`src/rtl/sio_irq_pkg.sv`:
```
`timescale 1ns/1ps
package sio_irq_pkg;
  localparam int unsigned REG_W = 16;

  typedef enum logic [1:0] {
    ADDR_CTRL = 2'd0,
    ADDR_STAT = 2'd1,
    ADDR_CHG  = 2'd2
  } reg_addr_e;

  // control word
  localparam int unsigned CB_TDMA = 15;
  localparam int unsigned CB_RDMA = 14;
  localparam int unsigned CB_TIE  = 13;
  localparam int unsigned CB_RIE  = 12;
  localparam int unsigned CB_SPIE = 11;
  localparam logic [REG_W-1:0] CTRL_WMASK = 16'hF83F;

  // status word
  localparam int unsigned SB_BRK   = 15;
  localparam int unsigned SB_EMPTY = 14;
  localparam int unsigned SB_FER   = 13;
  localparam int unsigned SB_PER   = 12;
  localparam int unsigned SB_OER   = 11;
  localparam int unsigned SB_ERR   = 10;
  localparam int unsigned SB_TOUT  = 9;
  localparam int unsigned SB_TX    = 8;
  localparam int unsigned SB_RX    = 7;
  localparam int unsigned SB_SUM   = 6;

  // sticky flag bank index
  localparam int unsigned FL_RX   = 0;
  localparam int unsigned FL_TX   = 1;
  localparam int unsigned FL_TOUT = 2;
  localparam int unsigned FL_N    = 3;
endpackage

```
`src/rtl/sio_flag_bank.sv`:
```
`timescale 1ns/1ps
module sio_flag_bank #(
  parameter int unsigned N = 3
) (
  input  logic         clk_i,
  input  logic         rst_ni,
  input  logic [N-1:0] set_i,
  input  logic [N-1:0] clr_i,
  output logic [N-1:0] q_o
);
  for (genvar i = 0; i < N; i++) begin : g_bit
    always_ff @(posedge clk_i or negedge rst_ni) begin
      if (!rst_ni)       q_o[i] <= 1'b0;
      else if (set_i[i]) q_o[i] <= 1'b1;  // set beats clear
      else if (clr_i[i]) q_o[i] <= 1'b0;
    end
  end

  p_set_wins_r6: assert property (@(posedge clk_i) disable iff (!rst_ni)
    (set_i != '0) |=> ((q_o & $past(set_i)) == $past(set_i)));
  p_clear_r5: assert property (@(posedge clk_i) disable iff (!rst_ni)
    ((clr_i & ~set_i) != '0) |=> ((q_o & $past(clr_i & ~set_i)) == '0));
  p_hold_r5: assert property (@(posedge clk_i) disable iff (!rst_ni)
    ((set_i == '0) && (clr_i == '0)) |=> $stable(q_o));
endmodule

```
`src/rtl/sio_ctrl_reg.sv`:
```
`timescale 1ns/1ps
module sio_ctrl_reg #(
  parameter int unsigned         W     = 16,
  parameter logic [W-1:0]        WMASK = '1
) (
  input  logic         clk_i,
  input  logic         rst_ni,
  input  logic         we_i,
  input  logic [W-1:0] wdata_i,
  output logic [W-1:0] q_o
);
  always_ff @(posedge clk_i or negedge rst_ni) begin
    if (!rst_ni)   q_o <= '0;
    else if (we_i) q_o <= wdata_i & WMASK;
  end

  p_ctrl_write_r2: assert property (@(posedge clk_i) disable iff (!rst_ni)
    we_i |=> (q_o == $past(wdata_i & WMASK)));
  p_ctrl_hold_r2: assert property (@(posedge clk_i) disable iff (!rst_ni)
    !we_i |=> $stable(q_o));
endmodule

```
`src/rtl/sio_irq_combine.sv`:
```
`timescale 1ns/1ps
module sio_irq_combine #(
  parameter int unsigned NUM_CHG = 6
) (
  input  logic               rx_f_i,
  input  logic               tx_f_i,
  input  logic               tout_f_i,
  input  logic [NUM_CHG-1:0] chg_i,
  input  logic [NUM_CHG-1:0] chg_en_i,
  input  logic               rie_i,
  input  logic               tie_i,
  input  logic               spie_i,
  output logic               sum_o,
  output logic               irq_o
);
  assign sum_o = |(chg_i & chg_en_i);
  // timeout is a receive-side cause, gated with the receive enable
  assign irq_o = ((rx_f_i | tout_f_i) & rie_i) | (tx_f_i & tie_i) | (sum_o & spie_i);
endmodule

```
`src/rtl/sio_irq_unit.sv`:
```
`timescale 1ns/1ps
module sio_irq_unit
  import sio_irq_pkg::*;
#(
  parameter int unsigned NUM_CHG = 6,
  parameter int unsigned CNT_W   = 5
) (
  input  logic               clk_i,
  input  logic               rst_ni,
  input  logic               wr_en_i,
  input  logic [1:0]         addr_i,
  input  logic [REG_W-1:0]   wdata_i,
  output logic [REG_W-1:0]   rdata_o,
  input  logic               rx_data_evt_i,
  input  logic               tx_data_evt_i,
  input  logic               rx_tout_evt_i,
  input  logic [NUM_CHG-1:0] chg_evt_i,
  input  logic               rx_brk_i,
  input  logic               rx_empty_i,
  input  logic               rx_ferr_i,
  input  logic               rx_perr_i,
  input  logic               rx_ovr_i,
  input  logic [CNT_W-1:0]   rx_level_i,
  output logic               irq_o
);
  logic [REG_W-1:0]   ctrl_q;
  logic [FL_N-1:0]    fl_set, fl_clr, fl_q;
  logic [NUM_CHG-1:0] chg_clr, chg_q;
  logic               ctrl_we, stat_we, chg_we, sum;
  logic [REG_W-1:0]   stat_w;

  assign ctrl_we = wr_en_i && (addr_i == ADDR_CTRL);
  assign stat_we = wr_en_i && (addr_i == ADDR_STAT);
  assign chg_we  = wr_en_i && (addr_i == ADDR_CHG);

  sio_ctrl_reg #(.W(REG_W), .WMASK(CTRL_WMASK)) u_ctrl (
    .clk_i, .rst_ni, .we_i(ctrl_we), .wdata_i, .q_o(ctrl_q)
  );

  always_comb begin
    fl_set          = '0;
    fl_set[FL_RX]   = rx_data_evt_i;
    fl_set[FL_TX]   = tx_data_evt_i;
    fl_set[FL_TOUT] = rx_tout_evt_i;
    fl_clr          = '0;
    fl_clr[FL_RX]   = stat_we && !wdata_i[SB_RX];
    fl_clr[FL_TX]   = stat_we && !wdata_i[SB_TX];
    fl_clr[FL_TOUT] = stat_we && !wdata_i[SB_TOUT];
  end

  sio_flag_bank #(.N(FL_N)) u_flags (
    .clk_i, .rst_ni, .set_i(fl_set), .clr_i(fl_clr), .q_o(fl_q)
  );

  assign chg_clr = chg_we ? ~wdata_i[NUM_CHG-1:0] : '0;

  sio_flag_bank #(.N(NUM_CHG)) u_chg (
    .clk_i, .rst_ni, .set_i(chg_evt_i), .clr_i(chg_clr), .q_o(chg_q)
  );

  sio_irq_combine #(.NUM_CHG(NUM_CHG)) u_comb (
    .rx_f_i(fl_q[FL_RX]), .tx_f_i(fl_q[FL_TX]), .tout_f_i(fl_q[FL_TOUT]),
    .chg_i(chg_q), .chg_en_i(ctrl_q[NUM_CHG-1:0]),
    .rie_i(ctrl_q[CB_RIE]), .tie_i(ctrl_q[CB_TIE]), .spie_i(ctrl_q[CB_SPIE]),
    .sum_o(sum), .irq_o
  );

  always_comb begin
    stat_w            = '0;
    stat_w[SB_BRK]    = rx_brk_i;
    stat_w[SB_EMPTY]  = rx_empty_i;
    stat_w[SB_FER]    = rx_ferr_i;
    stat_w[SB_PER]    = rx_perr_i;
    stat_w[SB_OER]    = rx_ovr_i;
    stat_w[SB_ERR]    = rx_brk_i | rx_ferr_i | rx_perr_i | rx_ovr_i;
    stat_w[SB_TOUT]   = fl_q[FL_TOUT];
    stat_w[SB_TX]     = fl_q[FL_TX];
    stat_w[SB_RX]     = fl_q[FL_RX];
    stat_w[SB_SUM]    = sum;
    stat_w[CNT_W-1:0] = rx_level_i;
  end

  always_comb begin
    rdata_o = '0;
    case (addr_i)
      ADDR_CTRL: rdata_o = ctrl_q;
      ADDR_STAT: rdata_o = stat_w;
      ADDR_CHG:  rdata_o[NUM_CHG-1:0] = chg_q;
      default:   rdata_o = '0;
    endcase
  end

  p_ctrl_zero_masks_r11: assert property (@(posedge clk_i) disable iff (!rst_ni)
    (ctrl_q == '0) |-> !irq_o);
  p_tx_gate_r10: assert property (@(posedge clk_i) disable iff (!rst_ni)
    ((fl_q[FL_RX] | fl_q[FL_TOUT]) == 1'b0 && chg_q == '0) |-> (irq_o == (fl_q[FL_TX] & ctrl_q[CB_TIE])));
  p_reset_clear_r1: assert property (@(posedge clk_i) disable iff (!rst_ni)
    $rose(rst_ni) |-> (fl_q == '0 && chg_q == '0 && ctrl_q == '0));
endmodule

```
`config.mk`:
```
export PLATFORM = sky130hd
export DESIGN_NAME = sio_irq_unit
export DESIGN_NICKNAME = d
export VERILOG_FILES = /design/src/rtl/sio_irq_pkg.sv /design/src/rtl/sio_flag_bank.sv /design/src/rtl/sio_ctrl_reg.sv /design/src/rtl/sio_irq_combine.sv /design/src/rtl/sio_irq_unit.sv
export SDC_FILE = /design/constraint.sdc
export NUM_CORES = 1
export LEC_CHECK = 0
export BUFFER_PORTS_ARGS = -buffer_cell sky130_fd_sc_hd__buf_2
export CAP_MARGIN = 25
export CORE_MARGIN = 2
export CORE_UTILIZATION = 46
export CTS_BUF_LIST = sky130_fd_sc_hd__clkbuf_4 sky130_fd_sc_hd__clkbuf_8
export CTS_CLUSTER_DIAMETER = 40
export DETAILED_ROUTE_END_ITERATION = 6
export PLACE_DENSITY = 0.92
export SYNTH_ARGS = -nofsm -noshare
export SYNTH_HDL_FRONTEND = slang
export SYNTH_SLANG_ARGS = --single-unit
```
`constraint.sdc`:
```
create_clock -name clk_i -period 1.25 [get_ports clk_i]
set_input_delay 0.0625 -clock clk_i [delete_from_list [all_inputs] [get_ports clk_i]]
set_output_delay 0.0625 -clock clk_i [all_outputs]
set_load 0.02 [all_outputs]
```
==> results of run 1 <==
[power breakdown]
part           internal [mW]  switching [mW]
clock network          0.178           0.206
logic                  0.289           0.265
registers              0.724          0.0642
[logic make-up after synthesis]
| family | count (synthesis) | share of synthesized area [%] |
|---|---|---|
| buffers and inverters | 4 | 2.258 |
| AND/OR/NAND/NOR | 29 | 15.70 |
| AO/OA/AOI/OAI | 20 | 12.25 |
| flip-flops | 20 | 47.56 |
| multiplexers | 22 | 22.24 |
[registers in the layout, summed over array words and instances, names as in the netlist]
register     flops
u_ctrl.q_o      11
u_chg.q_o        6
u_flags.q_o      3
[worst max-delay path by stage]
stage	end	cells after the start	slack (ps)	from
floorplan	irq_o	3	170	u_ctrl.q_o[0]
global placement	irq_o	4	20	u_ctrl.q_o[0]
detailed placement	irq_o	4	-2	u_ctrl.q_o[0]
CTS	irq_o	4	-300	u_chg.q_o[0]
global route	irq_o	4	-360	u_chg.q_o[0]
finish	irq_o	4	-310	u_chg.q_o[0]
[stage by stage]
step                      cells  setup slack (ps)  total power, mW
after global placement      178             22.53            1.181
after detailed placement    178            -2.427            1.208
after floorplan              95             173.2            1.026
after global routing        208            -360.4            1.796
after CTS                   205            -304.1            1.670
final                       208            -311.9            1.726
[cells in the final DEF, fill, tap and decap left out, types with 2 or more instances in the layout]
master | netlist | layout
sky130_fd_sc_hd__buf_2 | 1 | 52
sky130_fd_sc_hd__dfrtp_1 | 20 | 20
sky130_fd_sc_hd__dlygate4sd3_1 | 0 | 18
sky130_fd_sc_hd__buf_4 | 2 | 13
sky130_fd_sc_hd__mux2i_1 | 11 | 11
sky130_fd_sc_hd__mux2_1 | 10 | 10
sky130_fd_sc_hd__nor2_1 | 6 | 6
sky130_fd_sc_hd__o21ai_0 | 11 | 6
sky130_fd_sc_hd__nand2b_1 | 6 | 6
sky130_fd_sc_hd__nand2_1 | 5 | 5
sky130_fd_sc_hd__o21ai_1 | 0 | 5
sky130_fd_sc_hd__and2_1 | 4 | 4
sky130_fd_sc_hd__nand3b_1 | 4 | 4
sky130_fd_sc_hd__a22oi_2 | 0 | 3
sky130_fd_sc_hd__a21o_1 | 3 | 3
sky130_fd_sc_hd__clkbuf_4 | 0 | 3
sky130_fd_sc_hd__buf_6 | 0 | 2
[critical path, stage by stage, from the launching register on]
cell and delay [ps]:
sky130_fd_sc_hd__dfrtp_1 410, sky130_fd_sc_hd__a22oi_2 220, sky130_fd_sc_hd__nand3_2 100, sky130_fd_sc_hd__a221o_1 320, sky130_fd_sc_hd__buf_6 140
[metal layers]
| layer | global-route usage (%) | up-vias |
|---|---|---|
| met5 | 0 | - |
| met4 | 13.60 | 0 |
| met3 | 4.023 | 15 |
| met2 | 48.31 | 59 |
| met1 | 29.66 | 516 |
| li1 | - | 514 |
[final cells by class]
class / instances / area (um2)
clock buffer: 4 / 36.28
fill: 147 / 510.5
tap: 28 / 35.03
multi-input combinational: 71 / 548.0
sequential: 20 / 500.5
timing repair buffer: 85 / 560.5
[repair_timing]
action	in CTS	in global routing
hold buffers	17	1
pin swaps	3	2
endpoints found under the hold margin	36	1
setup buffers	6	2
endpoints found under the setup margin	2	7
gates resized for setup	7	6
==> impl_metrics.env, run 1 <==
export IMPL_top_cell_type_s_share_of_synthesized_area_pct=47.56
export IMPL_start_util_pct=48.03
export IMPL_layout_drive_gt1_share_pct=42.78
export IMPL_placement_io_buffers=54
export IMPL_route_met2_wl_mm=1.713
export IMPL_syn_num_nets=135
export IMPL_cts_buffers_inserted=3
export IMPL_grt_start_max_net_pins=21
export IMPL_min_delay_path_class="input pin to flop"
export IMPL_utilization_pct=76.70
export IMPL_largest_voltage_drop_on_the_vdd_net_uv=1005
export IMPL_maxCapViolations=0
export IMPL_netlist_top_cells_area="sky130_fd_sc_hd__dfrtp_1, sky130_fd_sc_hd__mux2_1, sky130_fd_sc_hd__mux2i_1, sky130_fd_sc_hd__o21ai_0, sky130_fd_sc_hd__nand2b_1"
export IMPL_synth_most_common_cell="sky130_fd_sc_hd__dfrtp_1"
export IMPL_critical_path_reg2reg_startpoint="u_ctrl.q_o[4]"
export IMPL_worst_slew_pin_slew_ps=461.4
export IMPL_ys_ff_latch=20
export IMPL_detail_route_vias_per_cell=5.308
export IMPL_cts_root_to_sink_buffers=2
export IMPL_routed_wl_met3_um=201
export IMPL_h_tree_depth=1
export IMPL_whs_ps=4.735
export IMPL_die_area_um2=2686
export IMPL_p_leak_nw=0.8041
export IMPL_fin_setup_tns_ps=-796.9
export IMPL_critical_path_arrival_ps=1500
export IMPL_postSynth_asyncResetShare_pct=100.0
export IMPL_final_setup_skew_ps=0
export IMPL_gp_routability_congestion=0.7812
export IMPL_sort_of_element_at_the_start_of_the_critical_path="flop"
export IMPL_fp_dieH_um=51.83
export IMPL_synth_cells_most_frequent="sky130_fd_sc_hd__dfrtp_1, sky130_fd_sc_hd__mux2i_1, sky130_fd_sc_hd__o21ai_0"
export IMPL_die_w_um=51.83
export IMPL_final_setup_worst_slack_ps=-311.9
export IMPL_hold_path_cell_count=2
export IMPL_reg2regPathDepth=3
export IMPL_finalWirelength_mm=3.451
export IMPL_finalCriticalPeriod_ps=1562
export IMPL_synthesis_area_per_instance_um2=11.08
export IMPL_highest_net_fanout_along_the_worst_path=2
export IMPL_run_status="complete, but fails checks"
export IMPL_synth_top_area_cell="sky130_fd_sc_hd__dfrtp_1"
export IMPL_source_of_the_worst_hold_timing_path="wdata_i[0]"
export IMPL_synth_seq_area_share_pct=47.56
export IMPL_final_antenna_net_count=0
export IMPL_slew_headroom_pct=69.24
export IMPL_fmaxAchievable_mhz=640.3
export IMPL_per_cell_routed_wire_length_um=16.59
export IMPL_worst_r2r_setup_slack_ps=190
export IMPL_via_count=1104
export IMPL_drtIter0Drc=19
export IMPL_synthDistinctLibCells=22
export IMPL_clock_sinks=20
export IMPL_antenna_cell_count=0
export IMPL_coreArea_um2=2191
export IMPL_tritoncts="built"
export IMPL_ys_dominant_reg_cell="sky130_fd_sc_hd__dfrtp_1"
export IMPL_rows=17
export IMPL_post_layout_nets=221
export IMPL_topRoutingLayerUsed="met4"
export IMPL_place_area_um2=1371
export IMPL_failed_checks="setup timing"
export IMPL_final_max_slew_violation_count=0
export IMPL_period_share_pct=124.9
export IMPL_critPathCaptureType="primary output"
export IMPL_rsz0062_at_grt="yes"
export IMPL_timing_worst_setup_path_type="flop to primary output"
export IMPL_clk_root_buffer_cell="sky130_fd_sc_hd__clkbuf_4"
export IMPL_io_pins=57
export IMPL_drcViolationCount=0
export IMPL_synth_yosys_warnings=0
export IMPL_synthesis_area_um2=1052
export IMPL_min_to="u_ctrl.q_o[0]"
export IMPL_crit_required_ps=1190
export IMPL_first_pass_grt_wire_length_mm=5.119
export IMPL_insertion_delay_to_the_later_sink_of_the_worst_skew_pair_ps=300
export IMPL_finalInstanceArea_um2=1680
export IMPL_areaGrowthSynthToFinish_pct=59.69
export IMPL_synth_edff_count=0
export IMPL_clk_pin_slew_worst_paths_ps=110
export IMPL_worst_r2r_endpoint="u_ctrl.q_o[4]"
export IMPL_congestion_overflow_gr=0
export IMPL_power_density_nw_per_um2=1027
export IMPL_drt_pass1_iterations=4
export IMPL_antenna_found_initial=0
export IMPL_route_layer_met1_wl_mm=1.400
export IMPL_finalHoldViolCount=0
export IMPL_synthesis_instances=95
export IMPL_vias_in_the_first_global_route=1167
export IMPL_setup_violations_final=5
export IMPL_track_usage_pct=26.60
No activity file was read; power rests on OpenSTA's default activity.
==> run 2: changes to the inputs <==
- SKIP_CTS_REPAIR_TIMING: not set -> 1
==> impl_metrics.env, run 2 (synthesis results as in run 1) <==
export IMPL_insertion_delay_to_the_later_sink_of_the_worst_skew_pair_ps=300
export IMPL_layout_drive_gt1_share_pct=39.88
export IMPL_grt_util_met2_pct=39.24
export IMPL_die_area_um2=2686
export IMPL_placement_io_buffers=54
export IMPL_failed_checks="setup timing"
export IMPL_gr_usage_met3_pct=4.885
export IMPL_h_tree_depth=1
export IMPL_min_delay_path_class="input pin to flop"
export IMPL_track_usage_pct=22.26
export IMPL_post_layout_nets=214
export IMPL_final_setup_worst_slack_ps=-322.6
export IMPL_worst_slew_pin_slew_ps=447.8
export IMPL_first_pass_grt_wire_length_mm=4.250
export IMPL_maxCapViolations=0
export IMPL_final_setup_skew_ps=0
export IMPL_drt_pass1_iterations=4
export IMPL_comb_power_share_pct=29.4
export IMPL_largestRegisters="u_ctrl.q_o (11), u_chg.q_o (6), u_flags.q_o (3)"
export IMPL_clockPowerShare_pct=22.6
export IMPL_final_antenna_net_count=0
export IMPL_antenna_cell_count=0
export IMPL_netSwitchingFraction_pct=30.22
export IMPL_drcViolationCount=0
export IMPL_start_util_pct=48.03
export IMPL_final_max_slew_violation_count=0
export IMPL_critical_path_arrival_ps=1510
export IMPL_period_share_pct=125.8
export IMPL_run_status="complete, but fails checks"
export IMPL_dp_worst_setup_slack_ps=-2.427
export IMPL_finalHoldViolCount=0
export IMPL_grt_start_max_net_pins=21
export IMPL_timing_worst_setup_path_type="flop to primary output"
export IMPL_layout_cells_most_common_list="sky130_fd_sc_hd__buf_2, sky130_fd_sc_hd__dfrtp_1, sky130_fd_sc_hd__dlygate4sd3_1"
export IMPL_clock_sinks=20
export IMPL_critical_path_slowest_cell="sky130_fd_sc_hd__dfrtp_1"
export IMPL_power_density_nw_per_um2=1015
export IMPL_critPathCaptureType="primary output"
export IMPL_rsz0062_at_grt="yes"
export IMPL_finalCriticalPeriod_ps=1573
export IMPL_coreArea_um2=2191
export IMPL_highest_net_fanout_along_the_worst_path=3
export IMPL_tritoncts="built"
export IMPL_gp_routability_congestion=0.7812
export IMPL_clk_pin_slew_worst_paths_ps=110
export IMPL_fp_dieH_um=51.83
export IMPL_groute_layer_met1_usage_pct=26.03
export IMPL_setup_violations_final=3
export IMPL_slew_headroom_pct=70.14
export IMPL_rows=17
export IMPL_drtIter0Drc=17
export IMPL_sequential_group_share_of_total_power_pct=48.0
export IMPL_per_cell_routed_wire_length_um=15.15
export IMPL_largest_register="u_ctrl.q_o"
export IMPL_netSwitchingPower_mw=0.4969
export IMPL_grt_busiest_layer="met2"
export IMPL_fmaxAchievable_mhz=635.9
export IMPL_die_w_um=51.83
export IMPL_areaGrowthSynthToFinish_pct=53.98
export IMPL_io_pins=57
export IMPL_clk_root_buffer_cell="sky130_fd_sc_hd__clkbuf_4"
export IMPL_cts_root_to_sink_buffers=2
export IMPL_cts_buffers_inserted=3
export IMPL_power_report_internal_total_mw=1.147
export IMPL_congestion_overflow_gr=0
export IMPL_place_area_um2=1371
export IMPL_final_common_cell="sky130_fd_sc_hd__buf_2"
export IMPL_vias_in_the_first_global_route=943
export IMPL_report_power_total_mw=1.644
export IMPL_largest_voltage_drop_on_the_vdd_net_uv=1132
export IMPL_finalWirelength_mm=3.045
export IMPL_placedCellCount=178
export IMPL_sort_of_element_at_the_start_of_the_critical_path="flop"
export IMPL_finalInstanceArea_um2=1620
export IMPL_finish_cell_count_without_fillers=201
export IMPL_crit_chain="a22oi_2, nand3_2, a221o_1, buf_2"
export IMPL_antenna_found_initial=0
export IMPL_detail_route_vias_per_cell=5.229
export IMPL_crit_required_ps=1190
export IMPL_largest_register_ffs=11
export IMPL_via_count=1051
export IMPL_p_leak_nw=0.7676
export IMPL_cp_peak_stage_delay_ps=420
run 2: changes by cell type in the layout (fill, tap and decap cells not counted), sizes merged:
cell and change:
dlygate4sd3 +1, buf -8
run 2: metrics by stage:
stage	TNS (ps)	hold slack [ps]	util, %
2_1_floorplan	0	-233.1	-
3_3_place_gp	0	17.57	62.59
3_5_place_dp	-2.427	27.22	62.59
5_1_grt	-754.5	3.955	73.96
6_report	-528.0	12.27	73.96
4_1_cts	-584.3	-306.9	64.25
run 2: worst max-delay path: cells and delay by family (launching register included):
family | cells | cell delay, ps
AOI/OAI and AO/OA | 2 | 530
DFF | 1 | 420
buffers and inverters | 1 | 160
and+or+nand+nor | 1 | 100
run 2: metal layers:
metal	part of all wire, %	routed length [um]
met5	0	0
met1	39	1174
met3	4.3	132
met4	1.1	33
met2	56	1704
run 2: power groups by stage:
stage	Sequential [mW]	Combinational [mW]	Clock (mW)
final	0.790	0.483	0.371
after global routing	0.801	0.523	0.409
after CTS	0.781	0.418	0.380
after detailed placement	0.794	0.415	0
after global placement	0.785	0.397	0
after floorplan	0.774	0.251	0
run 2: path summary, 6_finish.rpt:
path | slack (ps) | end | depth (start not counted) | startpoint
worst min-delay path | 10 | u_ctrl.q_o[1] | 2 | wdata_i[1]
min in group asynchronous | 230 | u_chg.q_o[2] | 2 | rst_ni
worst max register to register | 410 | u_ctrl.q_o[0] | 1 | u_ctrl.q_o[0]
worst min register to register | 510 | u_ctrl.q_o[15] | 1 | u_ctrl.q_o[15]
worst max-delay path | -320 | irq_o | 4 | u_ctrl.q_o[4]
max in group asynchronous | 710 | u_ctrl.q_o[13] | 2 | rst_ni
run 2: cell type report:
class | count | area (um2)
fill | 154 | 570.5
sequential | 20 | 500.5
tap | 28 | 35.03
timing repair buffer | 78 | 500.5
multi-input combinational | 71 | 548.0
clock buffer | 4 | 36.28
==> run 3: changes to the inputs <==
--- a/constraint.sdc
+++ b/constraint.sdc
@@ -3,2 +3,2 @@
 set_output_delay 0.0625 -clock clk_i [all_outputs]
-set_load 0.02 [all_outputs]
+set_load 0.005 [all_outputs]
==> impl_metrics.env, run 3 (synthesis results as in run 1) <==
export IMPL_clockPowerShare_pct=19.9
export IMPL_insertion_delay_to_the_later_sink_of_the_worst_skew_pair_ps=310
export IMPL_run_status="complete, but fails checks"
export IMPL_failed_checks="hold timing, setup timing"
export IMPL_via_count=1061
export IMPL_die_w_um=51.83
export IMPL_grt_start_max_net_pins=21
export IMPL_drtIter0Drc=8
export IMPL_slew_headroom_pct=70.95
export IMPL_final_setup_skew_ps=0
export IMPL_finish_cell_count_without_fillers=204
export IMPL_setup_violations_final=4
export IMPL_placement_io_buffers=54
export IMPL_fin_setup_tns_ps=-600.8
export IMPL_tritoncts="built"
export IMPL_sort_of_element_at_the_start_of_the_critical_path="flop"
export IMPL_netSwitchingPower_mw=0.4422
export IMPL_final_max_slew_violation_count=0
export IMPL_congestion_overflow_gr=0
export IMPL_rsz0062_at_grt="yes"
export IMPL_largest_voltage_drop_on_the_vdd_net_uv=771.4
export IMPL_vias_in_the_first_global_route=937
export IMPL_placedCellCount=178
export IMPL_clk_pin_slew_worst_paths_ps=110
export IMPL_finalWirelength_mm=2.936
export IMPL_antenna_found_initial=0
export IMPL_report_power_total_mw=1.552
export IMPL_comb_power_share_pct=29.3
export IMPL_largest_register_ffs=11
export IMPL_post_layout_nets=218
export IMPL_areaGrowthSynthToFinish_pct=56.00
export IMPL_critPathCaptureType="primary output"
export IMPL_p_leak_nw=0.7798
export IMPL_first_pass_grt_wire_length_mm=4.146
export IMPL_largest_register="u_ctrl.q_o"
export IMPL_start_util_pct=48.03
export IMPL_antenna_cell_count=0
export IMPL_highest_net_fanout_along_the_worst_path=3
export IMPL_drcViolationCount=0
export IMPL_coreArea_um2=2191
export IMPL_clk_root_buffer_cell="sky130_fd_sc_hd__clkbuf_4"
export IMPL_whs_ps=-8.112
export IMPL_largestRegisters="u_ctrl.q_o (11), u_chg.q_o (6), u_flags.q_o (3)"
export IMPL_finalCriticalPeriod_ps=1538
export IMPL_min_delay_path_class="input pin to flop"
export IMPL_worst_slew_pin_slew_ps=435.8
export IMPL_fmaxAchievable_mhz=650.2
export IMPL_final_antenna_net_count=0
export IMPL_power_report_internal_total_mw=1.109
export IMPL_clock_sinks=20
export IMPL_io_pins=57
export IMPL_die_area_um2=2686
export IMPL_netSwitchingFraction_pct=28.50
export IMPL_detail_route_vias_per_cell=5.201
export IMPL_layout_filler_cells=154
export IMPL_drt_pass1_iterations=4
export IMPL_power_density_nw_per_um2=945.1
export IMPL_final_setup_worst_slack_ps=-288.0
export IMPL_maxCapViolations=0
export IMPL_final_common_cell="sky130_fd_sc_hd__buf_2"
export IMPL_sequential_group_share_of_total_power_pct=50.9
export IMPL_layout_cells_most_common_list="sky130_fd_sc_hd__buf_2, sky130_fd_sc_hd__dfrtp_1, sky130_fd_sc_hd__dlygate4sd3_1"
export IMPL_layout_drive_gt1_share_pct=42.61
export IMPL_fp_dieH_um=51.83
export IMPL_crit_required_ps=1190
export IMPL_dp_final_hpwl_mm=2.065
export IMPL_per_cell_routed_wire_length_um=14.39
export IMPL_h_tree_depth=1
export IMPL_critical_path_arrival_ps=1480
export IMPL_rows=17
export IMPL_cts_buffers_inserted=3
export IMPL_timing_worst_setup_path_type="flop to primary output"
export IMPL_utilization_pct=74.93
export IMPL_cts_root_to_sink_buffers=2
export IMPL_track_usage_pct=21.08
export IMPL_gp_routability_congestion=0.7824
export IMPL_finalHoldViolCount=2
export IMPL_period_share_pct=123.0
==> run 3: changes by cell type in the layout (fill, tap and decap cells not counted), sizes merged <==
cell and delta:
dlygate4sd3 -1, clkbuf -1, buf +5
==> run 3: per-stage QoR <==
step	worst slack, ps	cell area (um2)
floorplan	237.3	1052
global placement	52.35	1371
detailed placement	33.41	1371
CTS	-310.9	1394
global route	-373.3	1642
finish	-288.0	1642
==> run 3: worst max-delay path: stages (launching register included) <==
cell and delay [ps]:
sky130_fd_sc_hd__dfrtp_1 420, sky130_fd_sc_hd__a22oi_2 210, sky130_fd_sc_hd__nand3_2 100, sky130_fd_sc_hd__a221o_1 310, sky130_fd_sc_hd__buf_2 130
==> run 3: layout make-up <==
cell class	instances	area, um2	area share, %
Clock buffer	3	22.52	1.372
Timing Repair Buffer	82	529.3	32.24
Multi-Input combinational cell	71	554.3	33.77
Tap cell	28	35.03	2.134
Sequential cell	20	500.5	30.49
==> run 3: final timing paths <==
| kind | start | to | slack [ps] | cells after the start |
|---|---|---|---|---|
| max | u_chg.q_o[1] | irq_o | -290 | 4 |
| min | wdata_i[3] | u_ctrl.q_o[3] | -8 | 2 |
| max reg2reg | u_ctrl.q_o[3] | u_ctrl.q_o[3] | 200 | 3 |
| min reg2reg | u_flags.q_o[0] | u_flags.q_o[0] | 510 | 1 |
| max in group asynchronous | rst_ni | u_ctrl.q_o[12] | 730 | 2 |
| min in group asynchronous | rst_ni | u_chg.q_o[5] | 210 | 2 |
==> run 3: metal layers <==
layer	vias up	global-route usage [%]	share of wire, %
met5	-	0	0
met4	0	8.772	3.1
met3	11	2.011	4.4
met2	39	38.40	54
met1	508	25.05	38
li1	503	-	-
==> run 3: power groups by stage <==
stage	Sequential, mW	Clock (mW)	Combinational, mW
finish	0.789	0.308	0.454
global route	0.799	0.348	0.499
CTS	0.781	0.302	0.350
detailed placement	0.794	0	0.348
global placement	0.785	0	0.333
floorplan	0.774	0	0.188
